==> config.mk <==
export PLATFORM = sky130hd
export DESIGN_NAME = srch_triplet_unit
export DESIGN_NICKNAME = d
export VERILOG_FILES = /design/src/rtl/trip_pkg.sv /design/src/rtl/trip_decide.sv /design/src/rtl/trip_slot_if.sv /design/src/rtl/trip_fsm.sv /design/src/rtl/srch_triplet_unit.sv
export SDC_FILE = /design/constraint.sdc
export NUM_CORES = 1
export LEC_CHECK = 0
export BUFFER_PORTS_ARGS = -buffer_cell sky130_fd_sc_hd__buf_2
export CAP_MARGIN = 40
export CORE_AREA = 5 5 42 44
export DETAILED_ROUTE_END_ITERATION = 8
export DIE_AREA = 0 0 47 49
export PLACE_DENSITY = 0.66
export SLEW_MARGIN = 0
export SYNTH_ARGS = -nofsm -noshare
export SYNTH_HDL_FRONTEND = slang
export SYNTH_SLANG_ARGS = --single-unit
==> constraint.sdc <==
create_clock -name clk -period 1.2 [get_ports clk]
set_input_delay 0.18 -clock clk [delete_from_list [all_inputs] [get_ports clk]]
set_output_delay 0.18 -clock clk [all_outputs]
set_load 0.1 [all_outputs]
==> src/rtl/trip_pkg.sv <==
package trip_pkg;
   localparam int unsigned STAT_W = 3;
   localparam logic [STAT_W-1:0] STAT_NOBODY = 3'b011;

   typedef enum logic [2:0] {
      ST_IDLE,
      ST_RD_ID,
      ST_RD_CMP,
      ST_WR_DIR,
      ST_DONE
   } trip_state_e;

   function automatic logic pick_dir(input logic id_b, input logic cmp_b, input logic pref_b);
      return (id_b ^ cmp_b) ? id_b : pref_b;
   endfunction
endpackage

==> src/rtl/trip_decide.sv <==
module trip_decide
   import trip_pkg::*;
(
   input  logic              id_b,
   input  logic              cmp_b,
   input  logic              pref_b,
   output logic              dir_o,
   output logic [STAT_W-1:0] status_o
);
   always_comb begin
      dir_o    = pick_dir(id_b, cmp_b, pref_b);
      status_o = {dir_o, cmp_b, id_b};
   end
endmodule

==> src/rtl/trip_slot_if.sv <==
module trip_slot_if #(
   parameter int unsigned REQ_STYLE = 0
) (
   input  logic clk,
   input  logic rst_n,
   input  logic slot_act,
   input  logic slot_ack,
   output logic slot_req
);
   if (REQ_STYLE > 1) begin : g_bad_style
      $error("trip_slot_if: REQ_STYLE must be 0 (level) or 1 (pulse)");
   end

   if (REQ_STYLE == 0) begin : g_level
      assign slot_req = slot_act;
   end else begin : g_pulse
      logic sent_q;
      always_ff @(posedge clk or negedge rst_n) begin
         if (!rst_n)                   sent_q <= 1'b0;
         else if (slot_ack || !slot_act) sent_q <= 1'b0;
         else if (slot_req)            sent_q <= 1'b1;
      end
      assign slot_req = slot_act & ~sent_q;
   end
endmodule

==> src/rtl/trip_fsm.sv <==
module trip_fsm
   import trip_pkg::*;
(
   input  logic        clk,
   input  logic        rst_n,
   input  logic        start_i,
   input  logic        pref_i,
   input  logic        ack_i,
   input  logic        rbit_i,
   output trip_state_e state_o,
   output logic        id_q,
   output logic        cmp_q,
   output logic        pref_q,
   output logic        to_done_err,
   output logic        to_done_ok
);
   trip_state_e st_q, st_d;
   logic        both_one;

   assign both_one    = id_q & rbit_i;
   assign to_done_err = (st_q == ST_RD_CMP) && ack_i && both_one;
   assign to_done_ok  = (st_q == ST_WR_DIR) && ack_i;

   always_comb begin
      st_d = st_q;
      unique case (st_q)
         ST_IDLE:   if (start_i) st_d = ST_RD_ID;
         ST_RD_ID:  if (ack_i)   st_d = ST_RD_CMP;
         ST_RD_CMP: if (ack_i)   st_d = both_one ? ST_DONE : ST_WR_DIR;
         ST_WR_DIR: if (ack_i)   st_d = ST_DONE;
         ST_DONE:                st_d = ST_IDLE;
         default:                st_d = ST_IDLE;
      endcase
   end

   always_ff @(posedge clk or negedge rst_n) begin
      if (!rst_n) begin
         st_q   <= ST_IDLE;
         id_q   <= 1'b0;
         cmp_q  <= 1'b0;
         pref_q <= 1'b0;
      end else begin
         st_q <= st_d;
         if (st_q == ST_IDLE && start_i)  pref_q <= pref_i;
         if (st_q == ST_RD_ID && ack_i)   id_q   <= rbit_i;
         if (st_q == ST_RD_CMP && ack_i)  cmp_q  <= rbit_i;
      end
   end

   assign state_o = st_q;
endmodule

==> src/rtl/srch_triplet_unit.sv <==
module srch_triplet_unit
   import trip_pkg::*;
#(
   parameter int unsigned REQ_STYLE = 0
) (
   input  logic              clk,
   input  logic              rst_n,
   input  logic              start_i,
   input  logic              pref_dir_i,
   output logic              busy_o,
   output logic              done_o,
   output logic              restart_o,
   output logic [STAT_W-1:0] status_o,
   output logic              slot_req_o,
   output logic              slot_wr_o,
   output logic              slot_wbit_o,
   input  logic              slot_ack_i,
   input  logic              slot_rbit_i
);
   trip_state_e       state;
   logic              id_q, cmp_q, pref_q;
   logic              to_done_err, to_done_ok;
   logic              dir_w, slot_act;
   logic [STAT_W-1:0] status_w, status_q;
   logic              err_q;

   trip_fsm u_fsm (
      .clk         (clk),
      .rst_n       (rst_n),
      .start_i     (start_i),
      .pref_i      (pref_dir_i),
      .ack_i       (slot_ack_i),
      .rbit_i      (slot_rbit_i),
      .state_o     (state),
      .id_q        (id_q),
      .cmp_q       (cmp_q),
      .pref_q      (pref_q),
      .to_done_err (to_done_err),
      .to_done_ok  (to_done_ok)
   );

   trip_decide u_decide (
      .id_b     (id_q),
      .cmp_b    (cmp_q),
      .pref_b   (pref_q),
      .dir_o    (dir_w),
      .status_o (status_w)
   );

   assign slot_act = (state == ST_RD_ID) || (state == ST_RD_CMP) || (state == ST_WR_DIR);

   trip_slot_if #(.REQ_STYLE(REQ_STYLE)) u_slot (
      .clk      (clk),
      .rst_n    (rst_n),
      .slot_act (slot_act),
      .slot_ack (slot_ack_i),
      .slot_req (slot_req_o)
   );

   always_ff @(posedge clk or negedge rst_n) begin
      if (!rst_n) begin
         status_q <= '0;
         err_q    <= 1'b0;
      end else if (to_done_err) begin
         status_q <= STAT_NOBODY;
         err_q    <= 1'b1;
      end else if (to_done_ok) begin
         status_q <= status_w;
         err_q    <= 1'b0;
      end
   end

   assign slot_wr_o   = (state == ST_WR_DIR);
   assign slot_wbit_o = slot_wr_o & dir_w;
   assign busy_o      = (state != ST_IDLE);
   assign done_o      = (state == ST_DONE);
   assign restart_o   = done_o & err_q;
   assign status_o    = status_q;
endmodule

==> out/metrics.csv <==
metric,value,unit
status,"finished, violations left",
failed_checks,negative setup slack,
drt-initial-drc-count,21,
fin_crit_sh,119.3,%
dp_slack,-4.498,ps
routed_wl,1552,um
slew_headroom,84.32,%
clk_latency,270,ps
final_util,74.46,%
worst-path-buf-inv,1,
critPathLaunchType,register,
syn_area,510.5,um2
synth.distinct_cells,24,
synth-main-ff-cell,dfrtp_1,
ys_seq_area_share,49.02,%
worstSetupEndpointType,output pin,
drive_above_1_share,71.76,%
grt_pass1_wl,2070,um
drv_cap,0,
clk_pin_slew,70,ps
skew,7.345,ps
antenna_found_initial,0,
synthCells,50,
synthTopCellsByCount,"10 x dfrtp_1, 5 x nand2_1, 5 x nor2_1, 3 x inv_1",
ctsHtreeMaxLevel,1,
ios,15,
finalMaxSlewViolations,0,
crit_chain,nor2_4 > and3_4 > buf_12,
rsz0062_at_grt,yes,
async_flop_share,100.0,%
grt_max_degree,11,
initial_core_util,36.43,%
area_growth,104.4,%
synth_edf_count,0,
clk_path_buf_depth,2,
avgSynthCellArea,10.21,um2
first_pass_iters,4,
worst_pin_slew,235.3,ps
hold_viol_final,0,
cp-startpoint,u_fsm.state_o[1],
ant_nets,0,
die_area,2303,um2
cp_slowest_cell,dfrtp_2,
routabilityCongestion,0.7978,
cts_root_buf,clkbuf_4,
vias,548,
rows,14,
yosysMostFrequentCell,dfrtp_1,
cp_data_arrival_time,1250,ps
yosys.area.top_type_share,49.02,%
insertedDiodeCount,0,
layout_setup_ws,-232.0,ps
final_net_count,92,
r2r-start,u_fsm.state_o[2],
synthTopCellsByArea,"dfrtp_1 49%, mux2_4 5.9%, nand2_1 3.7%",
tns,-1873,ps
min_period,1432,ps
port-buffer-count,14,
synth_area_leader_cell,dfrtp_1,
grt.overflow.total,0,
ys_warn_count,0,
routedWlPerCell,15.37,um
critPathMaxStageDelay,450,ps
grtUsageTotal,12.32,%
setup_violations,14,
cts_tree,yes,
numCtsBuffers,3,
dp_hpwl,875,um
timing.fmax,698.3,MHz
hold_path_class,in2reg,
ys_ff_latch,10,
die_height,49,um
crit_type,reg2out,
crit_fanout,5,
via_per_inst,5.426,
min_from,pref_dir_i,
grt_pass1_vias,492,
fin_cells,101,
drc,0,
placedCellCount,90,
clock_sinks,10,
cp_top_family,flip-flops,
die_w,47,um
fillers,88,
worstPathRequired,1020,ps
synth_fp_nets,56,
core,1401,um2
layer usage:
metal,vias to the layer above,wire (um),track usage (%)
met3,5,96,2.583
met4,0,30,5.530
li1,248,-,-
met2,26,808,19.46
met1,269,616,15.49
met5,-,0,0
worst register-to-register path: stages (launching register included):
cell,delay [ps]
dfrtp_2,430
buf_4,170
nand3b_1,240
nor2_4,130
mux2_4,300
layout by cell type (no fill, tap or decap), types with 3 or more instances in the layout:
cell and n:
buf_12 9, buf_2 5, buf_4 10, buf_6 7
clkbuf_4 3, dfrtp_1 7, dfrtp_2 3, mux2_4 3
nand2_1 3, nor2_4 4
metrics by stage:
| step | hold WS (ps) | instance area (um2) |
|---|---|---|
| 6_report | 137.9 | 1044 |
| 5_1_grt | 136.6 | 1044 |
| 2_1_floorplan | -115.6 | 538.0 |
| 4_1_cts | 137.9 | 972.2 |
| 3_3_place_gp | 50.38 | 830.8 |
| 3_5_place_dp | 53.40 | 830.8 |
cell families (layout without fill, tap and decap cells):
kind of cell / after synthesis / after routing / share of synthesized area [%]
AND/OR/NAND/NOR: 22 / 22 / 23.28
buffers and inverters: 5 / 40 / 5.883
AO/OA/AOI/OAI: 10 / 10 / 13.73
flip-flops: 10 / 10 / 49.02
multiplexers: 3 / 3 / 8.088
final timing paths:
path	end	slack [ps]	depth (start not counted)
setup / recovery	restart_o	-230	3
hold / removal	u_fsm.pref_q	140	2
setup reg to reg	u_fsm.cmp_q	-170	4
hold reg to reg	u_fsm.pref_q	540	1
max in group asynchronous	u_fsm.state_o[2]	690	2
min in group asynchronous	status_o[1]	300	2
state kept, by name (all words and copies together), names as in the netlist:
register / cells
u_fsm.id_q: 1
status_o: 3
u_fsm.state_o: 3
u_fsm.pref_q: 1
u_fsm.cmp_q: 1
err_q: 1
what timing repair did:
action,4_1_cts,5_1_grt
pin swaps,5,4
endpoints found under the hold margin,10,0
resized for setup,19,15
endpoints found under the setup margin,8,16
hold buffers,1,0
buffers inserted,4,3
cell type report:
| class | instances | area [um2] | share of cell area (%) |
|---|---|---|---|
| repair buffers | 33 | 384.1 | 36.81 |
| multi-input cells | 35 | 337.8 | 32.37 |
| flip-flops and latches | 10 | 254.0 | 24.34 |
| clock buffers | 4 | 36.28 | 3.477 |
| well taps | 16 | 20.02 | 1.918 |
| inverters | 3 | 11.26 | 1.079 |
Power is left out: the tool's default activity adds up to more than one toggle a clock period on the data nets, which glitch-free logic cannot reach.
